File: config.mk
export PLATFORM = sky130hd
export DESIGN_NAME = lin_mode_ctrl
export DESIGN_NICKNAME = d
export VERILOG_FILES = /design/src/rtl/lin_mode_pkg.sv /design/src/rtl/lin_sync.sv /design/src/rtl/lin_mode_fsm.sv /design/src/rtl/lin_out_decode.sv /design/src/rtl/lin_mode_ctrl.sv
export SDC_FILE = /design/constraint.sdc
export NUM_CORES = 1
export LEC_CHECK = 0
export CAP_MARGIN = 20
export CORE_UTILIZATION = 46
export DETAILED_ROUTE_END_ITERATION = 8
export GPL_ROUTABILITY_DRIVEN = 0
export GPL_TIMING_DRIVEN = 0
export PLACE_DENSITY = 0.74
export SYNTH_ARGS = -nofsm -noshare
export SYNTH_HDL_FRONTEND = slang
export SYNTH_HIERARCHICAL = 1
export SYNTH_SLANG_ARGS = --single-unit
File: constraint.sdc
create_clock -name clk -period 1.6 [get_ports clk]
set_input_delay 0.24 -clock clk [delete_from_list [all_inputs] [get_ports clk]]
set_output_delay 0.24 -clock clk [all_outputs]
set_load 0.01 [all_outputs]
File: src/rtl/lin_mode_pkg.sv
package lin_mode_pkg;

   typedef enum logic [1:0] {
      MD_STANDBY = 2'b00,
      MD_NORM    = 2'b01,
      MD_LOW     = 2'b10,
      MD_SLEEP   = 2'b11
   } lin_mode_e;

   function automatic logic md_active(lin_mode_e m);
      return (m == MD_NORM) || (m == MD_LOW);
   endfunction

endpackage

File: src/rtl/lin_sync.sv
module lin_sync #(
   parameter int WIDTH  = 3,
   parameter int STAGES = 2
) (
   input  logic             clk,
   input  logic             rst_n,
   input  logic [WIDTH-1:0] d_async,
   output logic [WIDTH-1:0] q_sync
);

   initial begin
      assert (STAGES >= 2) else $error("lin_sync: STAGES must be at least 2");
      assert (WIDTH >= 1)  else $error("lin_sync: WIDTH must be positive");
   end

   for (genvar b = 0; b < WIDTH; b++) begin : g_bit
      logic [STAGES-1:0] sh;
      always_ff @(posedge clk or negedge rst_n) begin
         if (!rst_n) sh <= '0;
         else        sh <= {sh[STAGES-2:0], d_async[b]};
      end
      assign q_sync[b] = sh[STAGES-1];
   end

endmodule

File: src/rtl/lin_mode_fsm.sv
module lin_mode_fsm
   import lin_mode_pkg::*;
(
   input  logic      clk,
   input  logic      rst_n,
   input  logic      en_s,
   input  logic      stb_s,
   input  logic      txd_s,
   input  logic      wake_loc,
   input  logic      wake_rem,
   output lin_mode_e mode_q,
   output logic      tx_gate_q,
   output logic      inh_q,
   output logic      rwake_q
);

   logic en_d;
   logic en_rise, en_fall;

   assign en_rise = en_s & ~en_d;
   assign en_fall = ~en_s & en_d;

   always_ff @(posedge clk or negedge rst_n) begin
      if (!rst_n) begin
         en_d      <= 1'b0;
         mode_q    <= MD_STANDBY;
         tx_gate_q <= 1'b0;
         inh_q     <= 1'b0;
         rwake_q   <= 1'b0;
      end else begin
         en_d <= en_s;
         unique case (mode_q)
            MD_STANDBY: begin
               if (en_rise) begin
                  mode_q    <= txd_s ? MD_NORM : MD_LOW;
                  tx_gate_q <= txd_s;
                  inh_q     <= stb_s;
                  rwake_q   <= 1'b0;
               end else if (wake_rem) begin
                  rwake_q <= 1'b1;
               end
            end
            MD_NORM, MD_LOW: begin
               if (en_fall) begin
                  mode_q    <= stb_s ? MD_STANDBY : MD_SLEEP;
                  tx_gate_q <= 1'b0;
                  inh_q     <= 1'b0;
               end else if (txd_s) begin
                  tx_gate_q <= 1'b1;
               end
            end
            MD_SLEEP: begin
               if (wake_loc || wake_rem) begin
                  mode_q  <= MD_STANDBY;
                  rwake_q <= wake_rem;
               end
            end
            default: mode_q <= MD_STANDBY;
         endcase
      end
   end

   // low slope entered from standby never starts with the transmitter on
   p_low_entry_gate_r3: assert property (@(posedge clk) disable iff (!rst_n)
      ($past(mode_q) == MD_STANDBY && mode_q == MD_LOW) |-> !tx_gate_q);

   // the inhibit latch only rises on a departure from standby
   p_inh_from_standby_r4: assert property (@(posedge clk) disable iff (!rst_n)
      $rose(inh_q) |-> $past(mode_q) == MD_STANDBY);

   // sleep leads only to sleep or standby
   p_sleep_exit_r6: assert property (@(posedge clk) disable iff (!rst_n)
      (mode_q == MD_SLEEP) |=> (mode_q == MD_SLEEP || mode_q == MD_STANDBY));

   // the remote wake flag is never set in a communication mode
   p_rwake_idle_r9: assert property (@(posedge clk) disable iff (!rst_n)
      md_active(mode_q) |-> !rwake_q);

endmodule

File: src/rtl/lin_out_decode.sv
module lin_out_decode
   import lin_mode_pkg::*;
(
   input  lin_mode_e  mode,
   input  logic       tx_gate,
   input  logic       inh_l,
   input  logic       rwake,
   input  logic       therm,
   input  logic       bus_rx,
   output logic       reg_en,
   output logic       tx_en,
   output logic       slope_low,
   output logic       term_res,
   output logic       inh_drv,
   output logic       rxd_out,
   output logic [1:0] mode_stat
);

   logic act;
   assign act = md_active(mode);

   always_comb begin
      reg_en    = (mode != MD_SLEEP) && !therm;
      tx_en     = act && tx_gate && !therm;
      slope_low = (mode == MD_LOW);
      term_res  = act;
      inh_drv   = act && inh_l;
      if (act)                   rxd_out = bus_rx;
      else if (mode == MD_SLEEP) rxd_out = 1'b1;
      else                       rxd_out = !rwake;
      mode_stat = mode;
   end

endmodule

File: src/rtl/lin_mode_ctrl.sv
module lin_mode_ctrl
   import lin_mode_pkg::*;
#(
   parameter int SYNC_STAGES = 2
) (
   input  logic       clk,
   input  logic       por_n,
   input  logic       therm_sd,
   input  logic       wake_local,
   input  logic       wake_remote,
   input  logic       en_pin,
   input  logic       stb_pin,
   input  logic       txd_pin,
   input  logic       bus_rx,
   output logic       reg_en,
   output logic       tx_en,
   output logic       slope_low,
   output logic       term_res,
   output logic       inh_drv,
   output logic       rxd_out,
   output logic [1:0] mode_stat
);

   localparam int NPINS = 3;

   initial begin
      assert (SYNC_STAGES >= 2) else $error("lin_mode_ctrl: SYNC_STAGES below 2");
   end

   logic [NPINS-1:0] pins_s;
   lin_mode_e        mode_q;
   logic             tx_gate_q, inh_q, rwake_q;

   lin_sync #(.WIDTH(NPINS), .STAGES(SYNC_STAGES)) u_sync (
      .clk     (clk),
      .rst_n   (por_n),
      .d_async ({txd_pin, stb_pin, en_pin}),
      .q_sync  (pins_s)
   );

   lin_mode_fsm u_fsm (
      .clk       (clk),
      .rst_n     (por_n),
      .en_s      (pins_s[0]),
      .stb_s     (pins_s[1]),
      .txd_s     (pins_s[2]),
      .wake_loc  (wake_local),
      .wake_rem  (wake_remote),
      .mode_q    (mode_q),
      .tx_gate_q (tx_gate_q),
      .inh_q     (inh_q),
      .rwake_q   (rwake_q)
   );

   lin_out_decode u_dec (
      .mode      (mode_q),
      .tx_gate   (tx_gate_q),
      .inh_l     (inh_q),
      .rwake     (rwake_q),
      .therm     (therm_sd),
      .bus_rx    (bus_rx),
      .reg_en    (reg_en),
      .tx_en     (tx_en),
      .slope_low (slope_low),
      .term_res  (term_res),
      .inh_drv   (inh_drv),
      .rxd_out   (rxd_out),
      .mode_stat (mode_stat)
   );

   // transmitter only with resistive termination, never during thermal shutdown
   p_tx_needs_active_r7: assert property (@(posedge clk) disable iff (!por_n)
      tx_en |-> term_res);
   p_therm_off_r7: assert property (@(posedge clk) disable iff (!por_n)
      therm_sd |-> (!reg_en && !tx_en));

   // inhibit drive never outside communication
   p_inh_needs_active_r4: assert property (@(posedge clk) disable iff (!por_n)
      inh_drv |-> term_res);

   // sleep holds the receive pin high
   p_rxd_sleep_r9: assert property (@(posedge clk) disable iff (!por_n)
      (mode_stat == 2'b11) |-> rxd_out);

   // regulator stays up whenever communication termination is on
   p_term_reg_r8: assert property (@(posedge clk) disable iff (!por_n)
      (term_res && !therm_sd) |-> reg_en);

endmodule

==> flow_metrics.py <==
metrics = {
    "drt": {
        "vias": 523,
        "via_per_inst": 5.18,
        "drtAntennaViolNets": 0,
        "drc": 0,
        "wire_per_inst_um": 11.7,
        "firstDrtPassIters": 4,
        "drtIter0Drc": 7,
        "routed_wl_um": 1180,
    },
    "sta": {
        "max_freq_mhz": 617,
        "hold_violations": 0,
        "setup_viol_count_final": 1,
        "drv_slew": 0,
        "grt_setup_unrepaired": "true",
        "fin_crit_sh_pct": 101,
        "setup_slack_ps": -20.5,
        "worst_slew_pin_slew_ps": 510,
        "slew_headroom_pct": 65.9,
        "fin_setup_tns_ps": -20.5,
        "fin_crit_ps": 1620,
        "finClkSkew_ps": 7.78,
    },
    "synthesis": {
        "avgSynthCellArea_um2": 10.7,
        "yosys_warnings": 6,
        "ys_ff_latch": 12,
        "syn_inst": 62,
        "synth_edf_count": 0,
        "synth-seq-area-share_pct": 45.2,
        "syn_area_um2": 664,
        "ys.flop_type": "dfrtp_1",
        "synth.distinct_cells": 23,
        "syn_nets": 76,
        "synthArstFlopShare_pct": 100,
    },
    "finish": {
        "layout_commonest_cell": "dfrtp_1",
        "num_antenna_cells": 0,
        "layout_common_cells": "dfrtp_1 (11), buf_4 (10), clkdlybuf4s50_1 (8)",
        "nFillCells": 105,
        "syn_to_final_growth_pct": 40.7,
        "final_util_pct": 70.9,
        "drive_gt1_share_pct": 36.0,
        "finalNetCount": 101,
    },
    "global_routing": {
        "grt_pass1_vias": 456,
        "grt_max_degree": 13,
        "antenna_found_initial": 0,
        "grt_pass1_wl_um": 1820,
        "grt_overflow_total": 0,
        "grtUsageTotal_pct": 18.0,
    },
    "critical_path": {
        "path_class": "reg2out",
        "worstPathArrival_ps": 1380,
        "end_kind": "primary output",
        "cp_max_fo": 4,
        "startpoint_type": "flop",
        "worstPathRequired_ps": 1360,
    },
    "cts": {
        "clock_path_buffers": 2,
        "cts_max_level": 1,
        "tritoncts.num_buffers": 3,
        "hold_buffers": 0,
        "root_buffer": "clkbuf_4",
        "cts_tree": "done",
        "path_clk_slew_ps": 80,
        "insertion_delay_ps": 270,
        "cts_sinks": 12,
    },
    "floorplanning": {
        "core-area_um2": 1320,
        "start_util_pct": 50.4,
        "rows": 13,
        "pin_count": 17,
        "die_height_um": 40.0,
        "die_w_um": 40.0,
        "dieArea_um2": 1600,
    },
    "status": {
        "violations": "setup timing",
        "outcome": "finished, violations left",
    },
    "pwr": {
        "power_density_nw_per_um2": 1840,
        "peakVddDrop_uv": 873,
        "power.leakage_uw": 0.000448,
    },
    "placed_design": {
        "place.detailed.hpwl_um": 852,
        "portBuffers": 16,
    },
    "hold_path": {
        "hold_path_class": "in2async",
    },
    "run": {
        "drv_cap": 0,
    },
}
flip-flops by register name, summed over array words and instances (netlist names):
name             count
u_sync/g_bit.sh      6
u_fsm/mode_q         2
u_fsm/en_d           1
u_fsm/inh_q          1
u_fsm/rwake_q        1
u_fsm/tx_gate_q      1
worst max-delay path, cell delays in order, from the launching register on:
cell and delay (ps):
dfrtp_2 430, ha_4 290, buf_6 90, nor2_2 30
a31oi_1 130, buf_2 150
final timing paths:
kind                       depth (start not counted)                       startpoint  slack [ps]                               to
min reg2reg                                        0  u_sync/g_bit[1].sh[0]$_DFF_PN0_         350  u_sync/g_bit[1].sh[1]$_DFF_PN0_
min                                                1                            por_n         310          u_fsm/inh_q$_DFFE_PN0P_
min in group clk                                   0  u_sync/g_bit[1].sh[0]$_DFF_PN0_         350  u_sync/g_bit[1].sh[1]$_DFF_PN0_
max in group asynchronous                          1                            por_n         910      u_fsm/mode_q[1]$_DFFE_PN0P_
max reg2reg                                        6      u_fsm/mode_q[1]$_DFFE_PN0P_         110      u_fsm/mode_q[1]$_DFFE_PN0P_
max                                                5      u_fsm/mode_q[1]$_DFFE_PN0P_         -20                          rxd_out
cell type report:
type,instances,area (um^2),share of cell area (%)
Buffer,6,48.8,5.22
Clock buffer,4,36.3,3.88
Inverter,8,30.0,3.21
Multi-Input combinational cell,36,333,35.6
Sequential cell,12,302,32.3
Tap cell,15,18.8,2.01
Timing Repair Buffer,20,166,17.8
kinds of logic after synthesis:
logic type / after synthesis / synth area share, %
buffers and inverters: 14 / 11.9
AO/OA/AOI/OAI: 10 / 10.5
flip-flops: 12 / 45.2
adder cells (fa/ha/maj): 5 / 9.42
multiplexers: 5 / 7.53
AND/OR/NAND/NOR: 16 / 15.4
cell usage after synthesis, types with 2 or more instances:
cell,instances,area [um^2]
dfrtp_1,12,300
inv_1,8,30.0
nor2_1,6,22.5
buf_4,5,37.5
a21oi_1,3,15.0
mux2i_1,5,50.1
nor2b_1,2,12.5
and2b_2,2,17.5
ha_1,5,62.6
timing repair:
action	in CTS	in global routing
gates resized for setup	25	4
pin swaps	2	1
cloned	0	0
endpoints found under the setup margin	6	7
setup buffers	4	0
where the power goes:
| part | internal (uW) | switching [uW] |
|---|---|---|
| clock | 138 | 93.1 |
| combinational | 579 | 467 |
| sequential | 378 | 63.6 |
per-stage QoR:
step / setup WS [ps] / hold slack [ps] / cell area [um^2] / std cells / power (uW)
finish: -20.5 / 306 / 935 / 101 / 1720
global route: -88.4 / 357 / 935 / 101 / 1850
CTS: -30.2 / 312 / 928 / 101 / 1690
detailed placement: -197 / 340 / 843 / 93 / 1350
global placement: -184 / 336 / 843 / 93 / 1320
floorplan: 207 / -55.6 / 664 / 62 / 1030
per-layer routing:
metal / GRT usage, % / share of wire [%] / vias to the layer above
li1: - / - / 253
met2: 33.1 / 54 / 18
met5: 0 / 0 / -
met3: 1.67 / 6.5 / 0
met1: 20.0 / 40 / 252
met4: 10.3 / 0 / 0
(Power assumes the default switching activity.)
